File: src/rtl/dsk_serdes_pkg.sv
`timescale 1ns/1ps
// Package: shared host address decode for the disk serializer.
// Assumes a two-bit host address field.
package dsk_serdes_pkg;
    typedef enum logic [1:0] {
        SEL_BUF   = 2'd0,
        SEL_STAT  = 2'd1,
        SEL_SENSE = 2'd2,
        SEL_NONE  = 2'd3
    } host_sel_e;
endpackage

File: src/rtl/dsk_cell_timer.sv
`timescale 1ns/1ps
// Module: bit-cell timer. It counts system clocks within a cell and flags the
// last clock and the middle clock of each cell. The cell is CELL_CLKS long,
// or twice that when slow is set. Assumes CELL_CLKS is even and at least 4.
module dsk_cell_timer #(
    parameter int CELL_CLKS = 16,
    localparam int TW = $clog2(2 * CELL_CLKS) + 1
) (
    input  logic clk,
    input  logic rst_n,
    input  logic slow,
    input  logic restart,
    input  logic resync,
    output logic tick_end,
    output logic tick_mid
);
    logic [TW-1:0] cnt;
    logic [TW-1:0] len_m1;
    logic [TW-1:0] half;

    // Purpose: pick the cell length and midpoint for the current speed.
    always_comb begin
        len_m1 = slow ? TW'(2 * CELL_CLKS - 1) : TW'(CELL_CLKS - 1);
        half   = slow ? TW'(CELL_CLKS) : TW'(CELL_CLKS / 2);
    end

    assign tick_end = (cnt >= len_m1);
    assign tick_mid = (cnt == half);

    // Purpose: advance the counter; restart zeroes it, a transition realigns it.
    always_ff @(posedge clk) begin
        if (!rst_n)        cnt <= '0;
        else if (restart)  cnt <= '0;
        else if (resync)   cnt <= TW'(1);
        else if (tick_end) cnt <= '0;
        else               cnt <= cnt + TW'(1);
    end

    // the counter never runs past the longest cell
    a_r2_cnt_bounded: assert property (@(posedge clk) disable iff (!rst_n)
        cnt <= TW'(2 * CELL_CLKS - 1));
    // the cell ends and the counter wraps to zero
    a_r2_cell_wraps: assert property (@(posedge clk) disable iff (!rst_n)
        (tick_end && !restart && !resync) |=> (cnt == '0));
endmodule

File: src/rtl/dsk_datapath.sv
`timescale 1ns/1ps
// Module: shared shift register and buffer with bit counter and flags.
// Write mode: buffer -> shift register -> serial out, MSB first.
// Read mode: serial in -> shift register -> buffer, leading zeros skipped.
// Assumes the strobes from the timer and the host port are single-cycle.
module dsk_datapath #(
    parameter int DATA_W = 8,
    localparam int CW = $clog2(DATA_W)
) (
    input  logic              clk,
    input  logic              rst_n,
    input  logic              mode_wr,
    input  logic              restart,
    input  logic              tick_end,
    input  logic              tick_mid,
    input  logic              rd_bit,
    input  logic              rd_edge,
    input  logic              host_wr_buf,
    input  logic              host_rd_buf,
    input  logic [DATA_W-1:0] host_wdata,
    output logic              ser_msb,
    output logic [DATA_W-1:0] buf_q,
    output logic              dvalid,
    output logic              empty,
    output logic              underrun
);
    localparam logic [CW-1:0] LAST = CW'(DATA_W - 1);

    logic [DATA_W-1:0] shreg;
    logic [CW-1:0]     bitcnt;
    logic              buf_full;
    logic              wr_load, wr_shift, rd_samp, rd_take, rd_done, host_load;
    logic [DATA_W-1:0] rd_next;

    // Purpose: decode the per-cycle actions from mode, timer and host strobes.
    always_comb begin
        wr_load   = mode_wr && !restart && tick_end && (bitcnt == LAST);
        wr_shift  = mode_wr && !restart && tick_end && (bitcnt != LAST);
        rd_samp   = !mode_wr && !restart && tick_mid && !rd_edge;
        rd_take   = rd_samp && ((bitcnt != '0) || rd_bit);
        rd_done   = rd_take && (bitcnt == LAST);
        host_load = mode_wr && host_wr_buf;
        rd_next   = {shreg[DATA_W-2:0], rd_bit};
    end

    // Purpose: shift register load, shift left, or shift in a sample.
    always_ff @(posedge clk) begin
        if (!rst_n)        shreg <= '0;
        else if (restart)  shreg <= '0;
        else if (wr_load)  shreg <= buf_q;
        else if (wr_shift) shreg <= {shreg[DATA_W-2:0], 1'b0};
        else if (rd_take)  shreg <= rd_next;
    end

    // Purpose: count bits within a byte; write mode starts at the reload point.
    always_ff @(posedge clk) begin
        if (!rst_n)                   bitcnt <= '0;
        else if (restart)             bitcnt <= mode_wr ? LAST : '0;
        else if (wr_load || rd_done)  bitcnt <= '0;
        else if (wr_shift || rd_take) bitcnt <= bitcnt + CW'(1);
    end

    // Purpose: buffer takes host bytes in write mode, finished bytes in read mode.
    always_ff @(posedge clk) begin
        if (!rst_n)         buf_q <= '0;
        else if (host_load) buf_q <= host_wdata;
        else if (rd_done)   buf_q <= rd_next;
    end

    // Purpose: track whether the buffer holds a byte not yet sent.
    always_ff @(posedge clk) begin
        if (!rst_n)         buf_full <= 1'b0;
        else if (restart)   buf_full <= host_load;
        else if (host_load) buf_full <= 1'b1;
        else if (wr_load)   buf_full <= 1'b0;
    end

    // Purpose: sticky underrun, set by a reload from an empty buffer.
    always_ff @(posedge clk) begin
        if (!rst_n)                      underrun <= 1'b0;
        else if (restart)                underrun <= 1'b0;
        else if (wr_load && !buf_full)   underrun <= 1'b1;
        else if (host_load)              underrun <= 1'b0;
    end

    // Purpose: data-valid flag, set by a finished byte, cleared by a host read.
    always_ff @(posedge clk) begin
        if (!rst_n)           dvalid <= 1'b0;
        else if (restart)     dvalid <= 1'b0;
        else if (rd_done)     dvalid <= 1'b1;
        else if (host_rd_buf) dvalid <= 1'b0;
    end

    assign ser_msb = shreg[DATA_W-1];
    assign empty   = !buf_full;

    // between reloads the register moves one place toward the output
    a_r3_shift_one: assert property (@(posedge clk) disable iff (!rst_n)
        wr_shift |=> (shreg == {$past(shreg[DATA_W-2:0]), 1'b0}));
    // a reload copies the buffer and leaves it empty unless refilled
    a_r5_reload: assert property (@(posedge clk) disable iff (!rst_n)
        (wr_load && !host_load) |=> (shreg == $past(buf_q) && empty));
    // a reload from an empty buffer flags an underrun
    a_r6_underrun: assert property (@(posedge clk) disable iff (!rst_n)
        (wr_load && !buf_full) |=> underrun);
    // a finished byte lands in the buffer with data-valid set
    a_r8_byte_done: assert property (@(posedge clk) disable iff (!rst_n)
        rd_done |=> (dvalid && buf_q == $past(rd_next)));
    // in read mode the buffer changes only when a byte completes
    a_r9_buf_hold: assert property (@(posedge clk) disable iff (!rst_n)
        (!mode_wr && !rd_done && !host_load) |=> $stable(buf_q));
    // a mode change clears the shift register
    a_r11_restart: assert property (@(posedge clk) disable iff (!rst_n)
        restart |=> (shreg == '0 && !dvalid && !underrun));
endmodule

File: src/rtl/dsk_host_port.sv
`timescale 1ns/1ps
// Module: host-side decode. It forms the buffer read and write strobes and
// returns the byte selected by the address. Read data is combinational.
// Assumes DATA_W of at least 3 so the status layout fits.
module dsk_host_port
    import dsk_serdes_pkg::*;
#(
    parameter int DATA_W = 8
) (
    input  logic              mode_wr,
    input  logic              slow,
    input  logic              host_sel,
    input  logic              host_we,
    input  logic [1:0]        host_addr,
    input  logic              sense_in,
    input  logic [DATA_W-1:0] buf_q,
    input  logic              dvalid,
    input  logic              empty,
    input  logic              underrun,
    output logic              host_wr_buf,
    output logic              host_rd_buf,
    output logic [DATA_W-1:0] host_rdata
);
    host_sel_e sel;
    logic      flag;

    // Purpose: decode strobes and pick the returned byte.
    always_comb begin
        sel         = host_sel_e'(host_addr);
        host_wr_buf = host_sel && host_we && (sel == SEL_BUF);
        host_rd_buf = host_sel && !host_we && (sel == SEL_BUF);
        flag        = mode_wr ? empty : dvalid;
        case (sel)
            SEL_BUF:   host_rdata = buf_q;
            SEL_STAT:  host_rdata = {flag, underrun, {(DATA_W-3){1'b0}}, slow};
            SEL_SENSE: host_rdata = {sense_in, {(DATA_W-1){1'b0}}};
            default:   host_rdata = '0;
        endcase
    end
endmodule

File: src/rtl/dsk_serdes.sv
`timescale 1ns/1ps
// Module: floppy disk data serializer/deserializer top. It synchronises the
// read line, detects mode changes, and joins the cell timer, the data path and
// the host port. Assumes rd_data is asynchronous; mode_wr and slow come from
// the clk domain.
module dsk_serdes #(
    parameter int DATA_W    = 8,
    parameter int CELL_CLKS = 16
) (
    input  logic              clk,
    input  logic              rst_n,
    input  logic              mode_wr,
    input  logic              slow,
    input  logic              host_sel,
    input  logic              host_we,
    input  logic [1:0]        host_addr,
    input  logic [DATA_W-1:0] host_wdata,
    output logic [DATA_W-1:0] host_rdata,
    input  logic              rd_data,
    output logic              wr_data,
    input  logic              sense_in
);
    logic rd_s, rd_q, mode_q;
    logic restart, rd_edge;
    logic tick_end, tick_mid;
    logic host_wr_buf, host_rd_buf;
    logic ser_msb, dvalid, empty, underrun;
    logic [DATA_W-1:0] buf_q;

    // Purpose: register the read line twice and remember the last mode.
    always_ff @(posedge clk) begin
        if (!rst_n) begin
            rd_s   <= 1'b0;
            rd_q   <= 1'b0;
            mode_q <= 1'b0;
        end else begin
            rd_s   <= rd_data;
            rd_q   <= rd_s;
            mode_q <= mode_wr;
        end
    end

    assign restart = mode_q ^ mode_wr;
    assign rd_edge = rd_s ^ rd_q;
    assign wr_data = mode_wr & ser_msb;

    dsk_cell_timer #(.CELL_CLKS(CELL_CLKS)) u_timer (
        .clk      (clk),
        .rst_n    (rst_n),
        .slow     (slow),
        .restart  (restart),
        .resync   (rd_edge & ~mode_wr),
        .tick_end (tick_end),
        .tick_mid (tick_mid)
    );

    dsk_datapath #(.DATA_W(DATA_W)) u_path (
        .clk         (clk),
        .rst_n       (rst_n),
        .mode_wr     (mode_wr),
        .restart     (restart),
        .tick_end    (tick_end),
        .tick_mid    (tick_mid),
        .rd_bit      (rd_s),
        .rd_edge     (rd_edge),
        .host_wr_buf (host_wr_buf),
        .host_rd_buf (host_rd_buf),
        .host_wdata  (host_wdata),
        .ser_msb     (ser_msb),
        .buf_q       (buf_q),
        .dvalid      (dvalid),
        .empty       (empty),
        .underrun    (underrun)
    );

    dsk_host_port #(.DATA_W(DATA_W)) u_host (
        .mode_wr     (mode_wr),
        .slow        (slow),
        .host_sel    (host_sel),
        .host_we     (host_we),
        .host_addr   (host_addr),
        .sense_in    (sense_in),
        .buf_q       (buf_q),
        .dvalid      (dvalid),
        .empty       (empty),
        .underrun    (underrun),
        .host_wr_buf (host_wr_buf),
        .host_rd_buf (host_rd_buf),
        .host_rdata  (host_rdata)
    );

    // the write line is low in the cycle after reset
    a_r1_reset_line: assert property (@(posedge clk)
        !rst_n |=> !wr_data);
endmodule

File: config.mk
export PLATFORM = sky130hd
export DESIGN_NAME = dsk_serdes
export DESIGN_NICKNAME = d
export VERILOG_FILES = /design/src/rtl/dsk_serdes_pkg.sv /design/src/rtl/dsk_cell_timer.sv /design/src/rtl/dsk_datapath.sv /design/src/rtl/dsk_host_port.sv /design/src/rtl/dsk_serdes.sv
export SDC_FILE = /design/constraint.sdc
export NUM_CORES = 1
export LEC_CHECK = 0
export BUFFER_PORTS_ARGS = -buffer_cell sky130_fd_sc_hd__buf_2
export CAP_MARGIN = 20
export CELL_PAD_IN_SITES_DETAIL_PLACEMENT = 0
export CELL_PAD_IN_SITES_GLOBAL_PLACEMENT = 1
export CORE_MARGIN = 2
export CORE_UTILIZATION = 42
export CTS_CLUSTER_SIZE = 16
export DETAILED_ROUTE_END_ITERATION = 16
export GPL_TIMING_DRIVEN = 0
export PLACE_DENSITY = 0.79
export SKIP_CTS_REPAIR_TIMING = 1
export SYNTH_ARGS = -nofsm -noshare
export SYNTH_HDL_FRONTEND = slang
export SYNTH_HIERARCHICAL = 1
export SYNTH_SLANG_ARGS = --single-unit
File: constraint.sdc
create_clock -name clk -period 2.1 [get_ports clk]
set_input_delay 0 -clock clk [delete_from_list [all_inputs] [get_ports clk]]
set_output_delay 0 -clock clk [all_outputs]
set_load 0.01 [all_outputs]
== Word-level counts from Yosys, hierarchy flattened ==
Cells that the tools add are included.

* Bits in registers: 31
* Logic and storage cells: 80

* Muxes and demuxes: 22
* Eq/ne operators: 5
* Reduce and logical (&&, ||, !) cells: 33
* $lt $le $gt $ge: 1
* Bitwise logic cells: 6
* Add/sub/neg operators: 2

{| class="wikitable"
|+ Operator list
! kind !! number
|-
| two-way mux 8 bit || 5
|-
| case mux 8 bit (3 select lines) || 1
|-
| logical AND 1 bit || 15
|-
| two-way mux 3 bit || 4
|-
| nonzero test 3 bit || 4
|-
| two-way mux 1 bit || 10
|-
| two-way mux 5 bit || 2
|-
| adder 6 x 1 -> 6 bit, second input constant || 1
|-
| == test 6 bit || 1
|-
| >= comparator 6 bit || 1
|-
| nonzero test 2 bit || 3
|-
| logical NOT 1 bit || 5
|-
| OR reduction 4 bit || 1
|-
| adder 3 x 1 -> 3 bit, second input constant || 1
|-
| == test 3 bit, second input constant || 1
|-
| logical OR 1 bit || 3
|-
| != test 3 bit, second input constant || 1
|-
| bitwise AND 1 bit || 2
|-
| == test 2 x 1 -> 1 bit, second input constant || 1
|-
| == test 2 bit, second input constant || 1
|-
| logical NOT 2 bit || 1
|-
| inverter 1 bit || 2
|-
| OR reduction 2 bit || 1
|-
| bitwise XOR 1 bit || 2
|}

== Depth between registers and ports, before layout ==
Gate-level depths: netlist (run 1).

* Depth after elaboration: 10
* Depth in mapped cells: 10
* Mapped depth without buffers: 8

== Modules after synthesis ==
Netlist (run 1), hierarchy kept.

{| class="wikitable"
|+ By module, submodules not included
! module !! instances !! seq. area each (um^2) !! area each (um^2) !! cells each
|-
| dsk_datapath || 1 || 440.4 || 1084.8 || 112
|-
| dsk_cell_timer || 1 || 120.1 || 305.3 || 35
|-
| dsk_host_port || 1 || 0.0 || 125.1 || 19
|-
| dsk_serdes || 1 || 60.1 || 112.6 || 10
|}

== Worst setup path after synthesis (run 1) ==
Ideal clock, no wire load.

* Path type: reg2reg
* Start point: reg u_timer.cnt[4]
* End point: reg u_path.buf_q[1]
* Period minus slack after synthesis: 1.854 ns
* Cell stages (with the launch flop): 8
* Data arrival time: 1.721 ns
* Library setup time: 0.132 ns
* Setup slack: 0.246 ns
* Buffers on the path: 0
* Cells stage by stage: dfxtp_1 ha_1 nand2_1 nor4_1 nor3b_4 nand4_2 mux2i_1 a21oi_1

* Longest elaborated chain between the ends: 6

{| class="wikitable"
|+ Ends and longest elaborated chain
! what !! RTL line !! RTL
|-
| start: declaration || dsk_cell_timer.sv:17 || <nowiki>logic [TW-1:0] cnt;</nowiki>
|-
| start signal: assignment || dsk_cell_timer.sv:36 || <nowiki>else cnt <= cnt + TW'(1);</nowiki>
|-
| == test 6 bit || dsk_cell_timer.sv:28 || <nowiki>assign tick_mid = (cnt == half);</nowiki>
|-
| named net tick_mid || dsk_serdes.sv:25 || <nowiki>logic tick_end, tick_mid;</nowiki>
|-
| logical AND 1 bit (2 in series) || dsk_datapath.sv:39 || <nowiki>rd_samp = !mode_wr && !restart && tick_mid && !rd_edge;</nowiki>
|-
| logical AND 1 bit || dsk_datapath.sv:40 || <nowiki>rd_take = rd_samp && ((bitcnt != '0) || rd_bit);</nowiki>
|-
| logical AND 1 bit || dsk_datapath.sv:41 || <nowiki>rd_done = rd_take && (bitcnt == LAST);</nowiki>
|-
| nonzero test 2 bit (no line) || -- ||
|-
| end signal: assignment || dsk_datapath.sv:66 || <nowiki>else if (host_load) buf_q <= host_wdata;</nowiki>
|-
| end signal: assignment || dsk_datapath.sv:67 || <nowiki>else if (rd_done) buf_q <= rd_next;</nowiki>
|-
| end: declaration || dsk_datapath.sv:22 || <nowiki>output logic [DATA_W-1:0] buf_q,</nowiki>
|}

The timed path passes the listed nets, and every way through them passes these cells.
A chain may end at the register's enable or synchronous reset.

== Worst setup path after layout (run 1) ==
* Start point: reg u_timer.cnt[4]
* End point: reg u_path.bitcnt[0]

* Longest elaborated chain between the ends: 8
* Elaborated cells between the ends (all ways): 14

{| class="wikitable"
|+ Ends and longest elaborated chain
! what !! RTL line !! RTL
|-
| == test 6 bit * || dsk_cell_timer.sv:28 ||
|-
| named net tick_mid || dsk_serdes.sv:25 ||
|-
| logical AND 1 bit * (2 in series) || dsk_datapath.sv:39 ||
|-
| logical AND 1 bit * || dsk_datapath.sv:40 ||
|-
| logical AND 1 bit || dsk_datapath.sv:41 ||
|-
| logical OR 1 bit || dsk_datapath.sv:59 || <nowiki>else if (wr_load || rd_done) bitcnt <= '0;</nowiki>
|-
| two-way mux 3 bit || dsk_datapath.sv:59 ||
|-
| two-way mux 3 bit || dsk_datapath.sv:58 || <nowiki>else if (restart) bitcnt <= mode_wr ? LAST : '0;</nowiki>
|-
| end signal: assignment || dsk_datapath.sv:58 ||
|-
| end signal: assignment || dsk_datapath.sv:60 || <nowiki>else if (wr_shift || rd_take) bitcnt <= bitcnt + CW'(1);</nowiki>
|-
| end: declaration || dsk_datapath.sv:30 || <nowiki>logic [CW-1:0] bitcnt;</nowiki>
|}

Mark *: on every way through the listed nets, which the timed path passes. The rest lies on a longest branch.

==> results.cfg, run 1 <==
[synth]
ys_seq_area_share_pct = 38.1
ys_warn_count = 6
async_flop_share_pct = 0
ys_seq_elements = 31
netlist_instances = 176
synth.distinct_cells = 39
synthFlopType = dfxtp_1
syn_area_sq_um = 1630
synth-edff-count = 0
avgSynthCellArea_sq_um = 9.25
synth_nets = 200

[place]
place_hpwl_um = 2550
port_buffers = 25
place_area_sq_um = 1810
gp_congestion = 0.845

[sta]
tightest_slew_ns = 0.546
hold_slack_ns = 0.0000943
maxSlewViolCount = 0
max_freq_ghz = 0.500
skew_ns = 0.00614
hold_viol_final = 0
rsz0062_at_grt = false
finalSetupTns_ns = 0
finalCritPeriodShare_pct = 95.3
slew_headroom_pct = 63.4
finalSetupViolCount = 0
min_period_ns = 2.00

[layout]
final_util_pct = 53.6
layout-drive-gt1-share_pct = 26.5
area_growth_pct = 21.4
stdcell_area_sq_um = 1980
nFillCells = 363
final_cell_mix = dfxtp_1 (31), buf_2 (26), nor2_1 (20), mux2i_1 (17), a21oi_1 (14)
n_antenna_cell = 0
nets = 234
layout_commonest_cell = dfxtp_1

[critical_path]
critical_path_required_ns = 2.31
cp_data_arrival_time_ns = 2.21
reg2reg_from = u_timer/cnt[4]
crit_buf_inv = 0
setup.worst_path.end_class = flip-flop
worstSetupPathType = flip-flop to flip-flop
cpLargestDelayFamily = simple AND/OR/NAND/NOR gates
worstPathMaxFanout = 5
r2r_end = u_path/bitcnt[0]
ff2ff_path_depth = 7
critical-path-max-stage-delay_ns = 0.36
startpoint_type = flip-flop
reg2reg_slack_ns = 0.1
slowest_stage = dfxtp_1
cp_cell_sequence = ha_4 -> nand2_1 -> nor4_2 -> nor3b_4 -> a21boi_0 -> or3_1 -> a21oi_1

[clocking]
cts.reportedPaths.clkPinSlew_ns = 0.07
cts_sinks = 31
htreeDepth = 2
root_buffer = clkbuf_8
cts_tree = yes
ctsLongestPathBuffers = 2
cts_buffers = 5
worstSkewPairLatency_ns = 0.29

[routing]
drt-initial-drc-count = 49
first_pass_iters = 4
drt-wirelength-per-cell_um = 13.5
wl_met3_um = 140
met1_length_um = 1650
vias_per_cell = 5.25
drt_wl_total_um = 3490
vias = 1361
wl_met2_um = 1640
final_antenna_net_count = 0
routed.top_layer = met4
drc_errors = 0

[min_path]
hp-start = rst_n
min_to = mode_q
whs_path_depth = 2
hold_class = primary input to flip-flop

[die]
io_pins = 27
die_y_um = 66.3
die_w_um = 66.3
start_util_pct = 44.1
core_sq_um = 3690
dieArea_sq_um = 4390
rows = 22

[grt]
overflow = 0
grt_pass1_vias = 1300
grt_use_total_pct = 17.9
grt_max_degree = 12
grt_pass1_wl_um = 5910
antenna_found_initial = 0

[power_and_ir_drop]
irDropWorstVdd_mv = 0.593
power_density_nw_per_um2 = 698
leakage_nw = 0.885

[status]
outcome = complete, no violations

[job]
drv_cap = 0
==> logic make-up (layout without fill, tap and decap cells) <==
logic type      Yosys count  in the layout  synth area share [%]
simple gates             61             61                  20.8
compound gates           41             41                  17.6
flops                    31             31                  38.1
mux                      17             17                  10.5
buf+inv                  14             49                  5.23
fa+ha+maj                 6              6                  4.61
xor+xnor                  6              6                  3.23
==> through the flow <==
step / instances / power (mW) / worst slack, ns
floorplan: 176 / 0.729 / 0.246
global placement: 249 / 0.773 / -0.0940
detailed placement: 249 / 0.779 / -0.0795
CTS: 257 / 1.39 / -0.141
global route: 259 / 1.45 / 0.0122
finish: 259 / 1.38 / 0.0990
==> cells in the mapped netlist (all sizes together) (2+ instances only) <==
library cell	number	area (sq um)
dfxtp	31	621
nor2	21	81.3
mux2i	17	170
a21oi	14	70.1
nand2	11	41.3
o21ai	11	58.8
and2	9	57.6
inv	8	30.0
a211oi	7	87.6
ha	6	75.1
buf	4	47.5
nand3	4	20.0
xor2	4	35.0
a31oi	3	18.8
nand4	3	31.3
nor3b	3	33.8
a21boi	2	15.0
and3	2	12.5
clkbuf	2	7.51
xnor2	2	17.5
==> state kept, by name, indices dropped and copies added (netlist names) <==
| name | cells |
|---|---|
| mode_q | 1 |
| rd_q | 1 |
| rd_s | 1 |
| u_path/bitcnt | 3 |
| u_path/buf_full | 1 |
| u_path/buf_q | 8 |
| u_path/dvalid | 1 |
| u_path/shreg | 8 |
| u_path/underrun | 1 |
| u_timer/cnt | 6 |
==> power breakdown <==
group | switching, mW | internal [mW] | total, mW
combinational | 0.0843 | 0.0660 | 0.150
clock | 0.224 | 0.383 | 0.608
sequential | 0.0150 | 0.606 | 0.621
total | 0.324 | 1.06 | 1.38
==> worst max-delay path by stage <==
stage                              start               end  cells past startpoint
after floorplan           u_timer/cnt[4]   u_path/buf_q[1]                      7
after detailed placement  u_timer/cnt[4]   u_path/buf_q[2]                      7
after global placement    u_timer/cnt[4]   u_path/buf_q[6]                      7
after CTS                 u_timer/cnt[4]   u_path/buf_q[2]                      7
after global routing      u_timer/cnt[4]  u_path/bitcnt[2]                      9
final                     u_timer/cnt[4]  u_path/bitcnt[0]                      7
==> final cells by class <==
cell class,count,area (sq um),area share (%)
Buffer,6,55.1,2.79
Clock inverter,2,35.0,1.77
Multi-Input combinational cell,131,950,48.1
Inverter,8,30.0,1.52
Tap cell,48,60.1,3.04
Sequential cell,31,621,31.4
Timing Repair Buffer,27,143,7.22
Clock buffer,6,82.6,4.18
==> metal layers <==
metal | up-vias | track usage, %
li1 | 689 | -
met1 | 640 | 22.3
met2 | 27 | 29.1
met3 | 5 | 4.60
met4 | 0 | 7.65
met5 | - | 0
Power figures use the tool's default switching activity.
==> inputs of run 2 (changes only) <==
--- a/config.mk
+++ b/config.mk
@@ -14,7 +14,7 @@
 export CTS_CLUSTER_SIZE = 16
 export DETAILED_ROUTE_END_ITERATION = 16
 export GPL_TIMING_DRIVEN = 0
-export PLACE_DENSITY = 0.79
+export PLACE_DENSITY_LB_ADDON = 0.1
 export SKIP_CTS_REPAIR_TIMING = 1
 export SYNTH_ARGS = -nofsm -noshare
 export SYNTH_HDL_FRONTEND = slang
==> results.cfg, run 2 (synthesized netlist as in run 1, its figures left out) <==
[status]
outcome = finished with violations
violations = hold timing

[place]
place_hpwl_um = 2500
place_area_sq_um = 1810
gp_congestion = 0.724
place_ws_ns = -0.0888
port_buffers = 25

[sta]
tightest_slew_ns = 0.565
maxSlewViolCount = 0
min_period_ns = 1.98
max_freq_ghz = 0.506
skew_ns = 0.00754
slew_headroom_pct = 62.2
hold_viol_final = 1
hold_slack_ns = -0.00296
finalSetupTns_ns = 0
finalSetupViolCount = 0
finalCritPeriodShare_pct = 94.1
layout_setup_ws_ns = 0.124

[layout]
layout_commonest_cell = dfxtp_1
n_antenna_cell = 0
area_growth_pct = 21.4
stdcell_area_sq_um = 1980
nets = 236
top_regs = u_path/buf_q: 8 flops, u_path/shreg: 8 flops, u_timer/cnt: 6 flops
layout-drive-gt1-share_pct = 27.4
final_cell_mix = dfxtp_1 (30), buf_2 (27), nor2_1 (20), mux2i_1 (17), a21oi_1 (14)

[routing]
drt_wl_total_um = 3610
first_pass_iters = 5
vias = 1357
drt-initial-drc-count = 32
drc_errors = 0
drt-wirelength-per-cell_um = 13.9
final_antenna_net_count = 0
vias_per_cell = 5.22

[critical_path]
cp_cell_sequence = ha_4 -> nand2_1 -> nor4_2 -> nor3b_4 -> a22o_1 -> buf_6 -> buf_12 -> nand3b_1 -> a21oi_1
worstPathMaxFanout = 6
cp_data_arrival_time_ns = 2.18
critical-path-max-stage-delay_ns = 0.35
setup.worst_path.end_class = flip-flop
slowest_stage = dfxtp_2
worstSetupPathType = flip-flop to flip-flop
startpoint_type = flip-flop
critical_path_required_ns = 2.31

[grt]
grt_pass1_vias = 1269
grt_max_degree = 12
busiest_layer = met2
grt_use_total_pct = 18.1
grt_use_met2_pct = 28.7
grt_pass1_wl_um = 5870
antenna_found_initial = 0
grt_util_met1_pct = 22.8
met3_usage_pct = 5.28
overflow = 0

[clocking]
cts_buffers = 5
htreeDepth = 2
ctsLongestPathBuffers = 2
cts.reportedPaths.clkPinSlew_ns = 0.06
worstSkewPairLatency_ns = 0.28
cts_sinks = 31
cts_tree = yes
root_buffer = clkbuf_8

[power_and_ir_drop]
power_density_nw_per_um2 = 629
p_total_mw = 1.24
leakage_nw = 0.888
irDropWorstVdd_mv = 0.247

[die]
start_util_pct = 44.1
core_sq_um = 3690
rows = 22
io_pins = 27
die_w_um = 66.3
die_y_um = 66.3
dieArea_sq_um = 4390

[job]
drv_cap = 0

[min_path]
hold_class = primary input to flip-flop
[run 2: changes by cell type in the layout (fill, tap and decap cells not counted), sizes merged]
cell	previous run	this run
bufinv	1	0
buf	30	31
clkbuf	8	9
[run 2: layout make-up]
| cell class | instances | area [sq um] |
|---|---|---|
| Fill cell | 379 | 1710 |
| Multi-Input combinational cell | 131 | 950 |
| Sequential cell | 31 | 622 |
| Timing Repair Buffer | 29 | 173 |
| Clock buffer | 6 | 82.6 |
| Tap cell | 48 | 60.1 |
| Buffer | 6 | 55.1 |
| Inverter | 8 | 30.0 |
| Clock inverter | 1 | 5.00 |
[run 2: critical path, delay by kind of cell (launching register included)]
kind / cells / cell delay (ns)
AOI/OAI and AO/OA: 2 / 0.37
and+or+nand+nor: 4 / 0.63
buffers and inverters: 2 / 0.28
adders and majority gates: 1 / 0.27
DFF: 1 / 0.35
[run 2: metal layers]
metal	routed length, um	up-vias
li1	-	687
met1	1720	640
met2	1700	25
met3	130	5
met4	57	0
met5	0	-
[run 2: through the flow]
stage,instances,util [%]
after global placement,249,49.2
after CTS,256,51.5
after detailed placement,249,49.2
final,260,53.6
after floorplan,176,-
after global routing,260,53.6
[run 2: worst paths after layout]
kind | from | slack, ns | cells past startpoint | endpoint
setup / recovery | u_timer/cnt[4] | 0.12 | 9 | u_path/bitcnt[2]
hold / removal | host_wdata[4] | -0.003 | 3 | u_path/buf_q[4]
setup reg to reg | u_timer/cnt[4] | 0.12 | 9 | u_path/bitcnt[2]
hold reg to reg | u_path/dvalid | 0.47 | 2 | u_path/dvalid
[run 2: report_power, final]
part	internal [mW]	total [mW]	switching, mW
clock	0.256	0.466	0.209
sequential	0.606	0.620	0.0140
combinational	0.0698	0.157	0.0869
